==> config.mk <==
export PLATFORM = sky130hd
export DESIGN_NAME = hx_msg_expand
export DESIGN_NICKNAME = d
export VERILOG_FILES = /design/src/rtl/hx_pkg.sv /design/src/rtl/hx_be_unpack.sv /design/src/rtl/hx_word_window.sv /design/src/rtl/hx_round_seq.sv /design/src/rtl/hx_msg_expand.sv
export SDC_FILE = /design/constraint.sdc
export NUM_CORES = 1
export LEC_CHECK = 0
export ABC_AREA = 0
export BUFFER_PORTS_ARGS = -buffer_cell sky130_fd_sc_hd__clkbuf_2
export CORE_UTILIZATION = 35
export DETAILED_ROUTE_END_ITERATION = 8
export PLACE_DENSITY = 0.55
export SLEW_MARGIN = 25
export SYNTH_ARGS = -nofsm -noshare
export SYNTH_HDL_FRONTEND = slang
export SYNTH_SLANG_ARGS = --single-unit
==> constraint.sdc <==
create_clock -name clk -period 28.8 [get_ports clk]
set_clock_uncertainty 0.1 [all_clocks]
set_input_delay 5.76 -clock clk [delete_from_list [all_inputs] [get_ports clk]]
set_output_delay 5.76 -clock clk [all_outputs]
set_load 0.005 [all_outputs]
==> src/rtl/hx_pkg.sv <==
// Shared constants and word functions for the message expander.
// Assumes 32-bit words, 16-word blocks and 64 rounds.
package hx_pkg;
    localparam int WORD_W      = 32;
    localparam int BLOCK_WORDS = 16;
    localparam int BLOCK_BITS  = WORD_W * BLOCK_WORDS;
    localparam int ROUNDS      = 64;
    localparam int LOOKAHEAD   = 4;
    localparam int ROUND_W     = $clog2(ROUNDS);

    typedef logic [WORD_W-1:0] word_t;

    // Left rotate by a fixed amount.
    function automatic word_t rotl(input word_t x, input int unsigned n);
        return (x << n) | (x >> (WORD_W - n));
    endfunction

    // Permutation applied inside the expansion recurrence.
    function automatic word_t perm1(input word_t x);
        return x ^ rotl(x, 15) ^ rotl(x, 23);
    endfunction

    // Next schedule word from window taps at offsets 0, 3, 7, 10, 13.
    function automatic word_t grow_word(input word_t t0, input word_t t3,
                                        input word_t t7, input word_t t10,
                                        input word_t t13);
        return perm1(t0 ^ t7 ^ rotl(t13, 15)) ^ rotl(t3, 7) ^ t10;
    endfunction
endpackage

==> src/rtl/hx_be_unpack.sv <==
// Splits a flat block into words, first byte most significant.
// Purely combinational; assumes byte 0 occupies the top eight bits.
module hx_be_unpack
    import hx_pkg::*;
#(
    parameter int NWORDS = BLOCK_WORDS
) (
    input  logic [NWORDS*WORD_W-1:0] block_i,
    output word_t [NWORDS-1:0]       words_o
);
    localparam int TOP = NWORDS * WORD_W - 1;

    genvar k;
    generate
        for (k = 0; k < NWORDS; k++) begin : g_word
            // Word k takes bytes 4k..4k+3 with byte 4k in its top bits.
            assign words_o[k] = block_i[TOP - k*WORD_W -: WORD_W];
        end
    endgenerate
endmodule

==> src/rtl/hx_word_window.sv <==
// Sixteen-word sliding window holding W[j]..W[j+15].
// Load fills it from the block; shift drops W[j] and appends W[j+16].
// Assumes load and shift are never requested in the same cycle.
module hx_word_window
    import hx_pkg::*;
#(
    parameter int NW = BLOCK_WORDS,
    parameter int AHEAD = LOOKAHEAD
) (
    input  logic             clk,
    input  logic             rst_n,
    input  logic             load_i,
    input  logic             shift_i,
    input  word_t [NW-1:0]   fill_i,
    output word_t            head_o,
    output word_t            ahead_o
);
    word_t win [NW];
    word_t fresh;

    // Generate the word that enters at the tail on a shift.
    always_comb fresh = grow_word(win[0], win[3], win[7], win[10], win[13]);

    // Window register: reset, load, shift or hold.
    always_ff @(posedge clk) begin
        if (!rst_n) begin
            for (int i = 0; i < NW; i++) win[i] <= '0;
        end else if (load_i) begin
            for (int i = 0; i < NW; i++) win[i] <= fill_i[i];
        end else if (shift_i) begin
            for (int i = 0; i < NW - 1; i++) win[i] <= win[i+1];
            win[NW-1] <= fresh;
        end
    end

    assign head_o  = win[0];
    assign ahead_o = win[AHEAD];

    // with no load and no shift the presented words do not move.
    a_r6_window_hold: assert property (@(posedge clk) disable iff (!rst_n)
        (!load_i && !shift_i) |=> ($stable(head_o) && $stable(ahead_o)));

    // a shift moves every word one place toward the head.
    a_r7_shift_moves: assert property (@(posedge clk) disable iff (!rst_n)
        (shift_i && !load_i) |=> (head_o == $past(win[1])));
endmodule

==> src/rtl/hx_round_seq.sv <==
// Round sequencer: tracks valid, round index and done.
// Start is honoured only when no stream is active.
module hx_round_seq
    import hx_pkg::*;
#(
    parameter int NROUNDS = ROUNDS
) (
    input  logic                         clk,
    input  logic                         rst_n,
    input  logic                         start_i,
    input  logic                         ready_i,
    output logic                         load_o,
    output logic                         shift_o,
    output logic                         valid_o,
    output logic [$clog2(NROUNDS)-1:0]   round_o,
    output logic                         done_o
);
    localparam int CW = $clog2(NROUNDS);
    localparam logic [CW-1:0] LAST = CW'(NROUNDS - 1);

    logic          valid_q, done_q;
    logic [CW-1:0] round_q;

    assign load_o  = start_i && !valid_q;
    assign shift_o = valid_q && ready_i;

    // Advance the stream state on start and on each accepted pair.
    always_ff @(posedge clk) begin
        if (!rst_n) begin
            valid_q <= 1'b0;
            done_q  <= 1'b0;
            round_q <= '0;
        end else if (load_o) begin
            valid_q <= 1'b1;
            done_q  <= 1'b0;
            round_q <= '0;
        end else if (shift_o) begin
            if (round_q == LAST) begin
                valid_q <= 1'b0;
                done_q  <= 1'b1;
            end else begin
                round_q <= round_q + 1'b1;
            end
        end
    end

    assign valid_o = valid_q;
    assign round_o = round_q;
    assign done_o  = done_q;

    // an accepted start presents round 0 on the next cycle.
    a_r2_start_loads: assert property (@(posedge clk) disable iff (!rst_n)
        (start_i && !valid_o) |=> (valid_o && round_o == '0));

    // a stalled pair stays presented with the same index.
    a_r6_stall_holds: assert property (@(posedge clk) disable iff (!rst_n)
        (valid_o && !ready_i) |=> (valid_o && $stable(round_o)));

    // every accepted pair below the last advances the index by one.
    a_r7_round_step: assert property (@(posedge clk) disable iff (!rst_n)
        (valid_o && ready_i && round_o != LAST) |=>
            (valid_o && round_o == $past(round_o) + 1'b1));

    // the last accepted pair ends the stream with done raised.
    a_r8_done_after_last: assert property (@(posedge clk) disable iff (!rst_n)
        (valid_o && ready_i && round_o == LAST) |=> (done_o && !valid_o));

    // done and valid are never high together.
    a_r8_exclusive: assert property (@(posedge clk) disable iff (!rst_n)
        !(done_o && valid_o));

    // a start during a stream leaves the index untouched.
    a_r9_start_ignored: assert property (@(posedge clk) disable iff (!rst_n)
        (start_i && valid_o && !ready_i) |=> (round_o == $past(round_o)));
endmodule

==> src/rtl/hx_msg_expand.sv <==
// Message word expander top: captures a 512-bit block on start and
// streams 64 (W, W') pairs over a valid/ready handshake.
// Assumes the consumer holds ready stable only relative to clock edges.
module hx_msg_expand
    import hx_pkg::*;
(
    input  logic                  clk,
    input  logic                  rst_n,
    input  logic                  start_i,
    input  logic [511:0]          block_i,
    input  logic                  out_ready_i,
    output logic                  out_valid_o,
    output logic [31:0]           w_o,
    output logic [31:0]           wprime_o,
    output logic [5:0]            round_o,
    output logic                  done_o
);
    word_t [BLOCK_WORDS-1:0] words;
    word_t                   head, ahead;
    logic                    load, shift;

    // Byte-order conversion of the incoming block.
    hx_be_unpack #(.NWORDS(BLOCK_WORDS)) u_unpack (
        .block_i (block_i),
        .words_o (words)
    );

    // Round bookkeeping and handshake.
    hx_round_seq #(.NROUNDS(ROUNDS)) u_seq (
        .clk     (clk),
        .rst_n   (rst_n),
        .start_i (start_i),
        .ready_i (out_ready_i),
        .load_o  (load),
        .shift_o (shift),
        .valid_o (out_valid_o),
        .round_o (round_o),
        .done_o  (done_o)
    );

    // Sliding schedule window.
    hx_word_window #(.NW(BLOCK_WORDS), .AHEAD(LOOKAHEAD)) u_win (
        .clk     (clk),
        .rst_n   (rst_n),
        .load_i  (load),
        .shift_i (shift),
        .fill_i  (words),
        .head_o  (head),
        .ahead_o (ahead)
    );

    // Output pair: current word and its xor with the word four ahead.
    assign w_o      = head;
    assign wprime_o = head ^ ahead;

    // nothing is presented right after reset.
    a_r1_reset_quiet: assert property (@(posedge clk)
        !rst_n |=> (!out_valid_o && !done_o));
endmodule

==> flow_summary.ini <==
[synth]
postSynthCellCount = 1780
number_of_synthesized_register_bits = 520
syn_area_um2 = 23860
synth-seq-area-share_pct = 65.10
synth_cell_type_count = 28
yosysWarnings = 0
synthesized_nets = 2297
avgSynthCellArea_um2 = 13.41

[clock_tree]
cts_made_buffers = 58
cts_hold_repair.buffers = 0
cts_tree = built
clkLatencyLatePin_ns = 0.61
htreeDepth = 2
cts.sinks = 520
clk_pin_slew_ns = 0.07
cts-root-to-sink-buffers = 3
ctsRootBufferMaster = sky130_fd_sc_hd__clkbuf_16
post_cts_setup_repair_buffer_count = 0
cts.repair.resized = 0

[place]
placement.cell_area_um2 = 27250
place.gp.congestion = 0.9115
io_buffers = 587
dp.final_hpwl_mm = 68.51

[global_route]
maximum_number_of_pins_on_one_net_before_global_route_repair = 230
grt_overflow_total = 0
grt_pass1_vias = 17020
number_of_antenna_violations_at_the_first_check_in_global_routing = 15
gr-usage-all-layers_pct = 25.66
grt_pass1_wl_mm = 125.5

[die]
chipHeight_um = 263.1
floorplan.core_area_um2 = 67280
rows = 95
ios = 588
die_area_um2 = 69230
fp.dieW_um = 263.1
initial_standard_cell_utilization_of_the_core_pct = 35.47

[hold_path]
worstHoldEndpoint = u_seq.done_o$_SDFFE_PP0P_
hp-class = register to register
hold_start = u_seq.done_o$_SDFFE_PP0P_
hold_depth = 2

[sta]
setup_tns_final_ns = 0
timing.final.setup_violations = 0
max_freq_mhz = 110.8
timing.final.hold_violations = 0
period_needed_ns = 9.022
worst_slew_pin_slew_ns = 1.012
slew_violations = 0
relSlewSlack_pct = 32.54
grt_setup_unrepaired = false
finalCritPeriodShare_pct = 31.33

[detailed_routing]
remaining_drc_errors = 0
drt_first_pass_iters = 5
num_vias = 17510
avgRoutedWirePerCell_um = 28.65
viasPerCell = 5.466
antenna_violating_nets_post_route = 0
routed_wl_mm = 91.76
iteration_0_drc_count_of_the_detailed_router = 2045

[layout]
final_area_um2 = 29220
n_fill_cell = 6324
area.sequential_um2 = 15530
final_cell_mix = 587 x sky130_fd_sc_hd__clkbuf_2, 512 x sky130_fd_sc_hd__edfxtp_1, 323 x sky130_fd_sc_hd__nand2_1
area_growth_pct = 22.43
final_layout_size_suffix_gt1_share_pct = 29.88
mostFrequentLayoutCell = sky130_fd_sc_hd__clkbuf_2
post-route-util_pct = 43.43
layout.nets = 2797
area_taken_by_multi_input_logic_gates_um2 = 7530

[power_and_ir_drop]
part_of_the_total_power_dissipated_in_sequential_elements_pct = 46.8
power.leakage_nw = 12.25
comb_power_share_pct = 17.0
netSwitchingPower_uw = 583.8
max-vdd-ir-drop_uv = 54.29
power.switching_fraction_pct = 27.89
clock_network_power_share_pct = 36.2
p_int_mw = 1.509
power_density_nw_per_um2 = 71.64

[setup_path]
setup.reg_to_reg.worst_slack_ns = 25.01
startpoint_type = input pin
timing.critical_path.required_ns = 29.16
reg2reg_from = u_seq.valid_o$_SDFFE_PN0P_
timing.critical_path.to_type = register
timing.reg2reg.worst_path_depth = 4
crit_arrival_ns = 9.38
terminus_of_the_critical_flop_to_flop_path = u_win.win[0][384]$_DFFE_PP_
timing.setup.critical_path_class = input pin to register
cp_max_fo = 136

[flow_run]
maximum_capacitance_violations = 0

[outcome]
outcome = finished clean
[synth_stat cells]
library cell	instances	area, um2
sky130_fd_sc_hd__edfxtp_1	512	15370
sky130_fd_sc_hd__nand2_1	325	1220
sky130_fd_sc_hd__a22o_1	320	2803
sky130_fd_sc_hd__a21oi_1	160	800.8
sky130_fd_sc_hd__xnor2_1	128	1121
sky130_fd_sc_hd__buf_2	95	475.5
sky130_fd_sc_hd__nand3_1	36	180.2
sky130_fd_sc_hd__xor2_1	35	306.5
sky130_fd_sc_hd__clkbuf_1	33	123.9
sky130_fd_sc_hd__buf_4	32	240.2
sky130_fd_sc_hd__o21ai_1	32	160.2
sky130_fd_sc_hd__xnor3_1	31	698.2
sky130_fd_sc_hd__nor2_1	10	37.54
sky130_fd_sc_hd__dfxtp_1	8	160.2
sky130_fd_sc_hd__buf_1	5	18.77
sky130_fd_sc_hd__mux2i_1	2	20.02
sky130_fd_sc_hd__nand2b_1	2	12.51
sky130_fd_sc_hd__nor3_1	2	10.01
sky130_fd_sc_hd__o211ai_1	2	15.01
sky130_fd_sc_hd__o21ai_0	2	10.01
sky130_fd_sc_hd__a311oi_1	1	8.760
sky130_fd_sc_hd__a41oi_1	1	8.760
sky130_fd_sc_hd__and2_0	1	6.260
sky130_fd_sc_hd__and3_1	1	6.260
sky130_fd_sc_hd__ha_1	1	12.51
sky130_fd_sc_hd__inv_2	1	3.750
sky130_fd_sc_hd__nor2_2	1	6.260
sky130_fd_sc_hd__xnor3_2	1	23.77
[routing by layer]
layer  track usage [%]  wire length [um]
met5                 0               147
met4             6.622              2064
met3             5.949              7853
met2             39.99             42140
met1             35.98             39550
[registers in the layout, summed over array words and instances, names as in the netlist]
register,count
u_win.win,512
u_seq.round_o,6
u_seq.done_o,1
u_seq.valid_o,1
[cell families after synthesis]
kind of cell / Yosys count / synth area share, %
flip-flops: 520 / 65.10
AO/OA/AOI/OAI: 518 / 15.95
AND/OR/NAND/NOR: 378 / 6.197
XOR/XNOR: 195 / 9.007
buffers and inverters: 166 / 3.612
multiplexers: 2 / 0.08389
adder cells (fa/ha/maj): 1 / 0.05242
[worst max-delay path, cell delays in order]
cell and delay, ns:
sky130_fd_sc_hd__clkbuf_2 0.07, sky130_fd_sc_hd__buf_4 0.39, sky130_fd_sc_hd__inv_4 0.26, sky130_fd_sc_hd__buf_4 0.39, sky130_fd_sc_hd__nor2_4 0.20, sky130_fd_sc_hd__buf_12 0.35, sky130_fd_sc_hd__buf_16 0.39, sky130_fd_sc_hd__buf_4 0.90
sky130_fd_sc_hd__a22o_1 0.30
[worst max-delay path by stage]
| stage | start | to | slack (ns) | depth (start not counted) |
|---|---|---|---|---|
| 3_5_place_dp | rst_n | u_win.win[0][58]$_SDFFCE_PN0P_ | 19.38 | 8 |
| 6_report | rst_n | u_win.win[0][9]$_DFFE_PP_ | 19.78 | 9 |
| 5_1_grt | rst_n | u_win.win[0][9]$_DFFE_PP_ | 19.63 | 9 |
| 3_3_place_gp | rst_n | u_win.win[0][26]$_DFFE_PP_ | 19.43 | 8 |
| 2_1_floorplan | out_ready_i | u_win.win[0][0]$_DFFE_PP_ | 13.95 | 4 |
| 4_1_cts | rst_n | u_win.win[0][9]$_DFFE_PP_ | 20.02 | 8 |
[stage by stage]
stage	instances	power [mW]	worst slack [ns]	hold slack, ns
after floorplan	1780	1.180	13.95	0.3650
after global placement	3091	1.343	19.43	0.3608
after detailed placement	3091	1.343	19.38	0.3957
after CTS	3197	2.101	20.02	0.4125
after global routing	3202	2.154	19.63	0.4404
final	3203	2.093	19.78	0.4064
[power by group through the flow]
| stage | Sequential (mW) | Combinational [mW] | Clock, mW |
|---|---|---|---|
| after global placement | 0.994 | 0.349 | 0 |
| after floorplan | 0.971 | 0.209 | 0 |
| after global routing | 0.984 | 0.372 | 0.797 |
| after CTS | 0.979 | 0.352 | 0.770 |
| final | 0.979 | 0.356 | 0.758 |
| after detailed placement | 0.994 | 0.349 | 0 |
[cell type report]
| cell class | count | share of cell area, % |
|---|---|---|
| sequential | 520 | 53.17 |
| multi-input combinational | 1094 | 25.77 |
| timing repair buffer | 605 | 10.75 |
| clock buffer | 68 | 5.169 |
| tap | 873 | 3.739 |
| clock inverter | 38 | 1.340 |
| antenna | 4 | 0.03426 |
| inverter | 1 | 0.02141 |
Power figures use the tool's default switching activity.
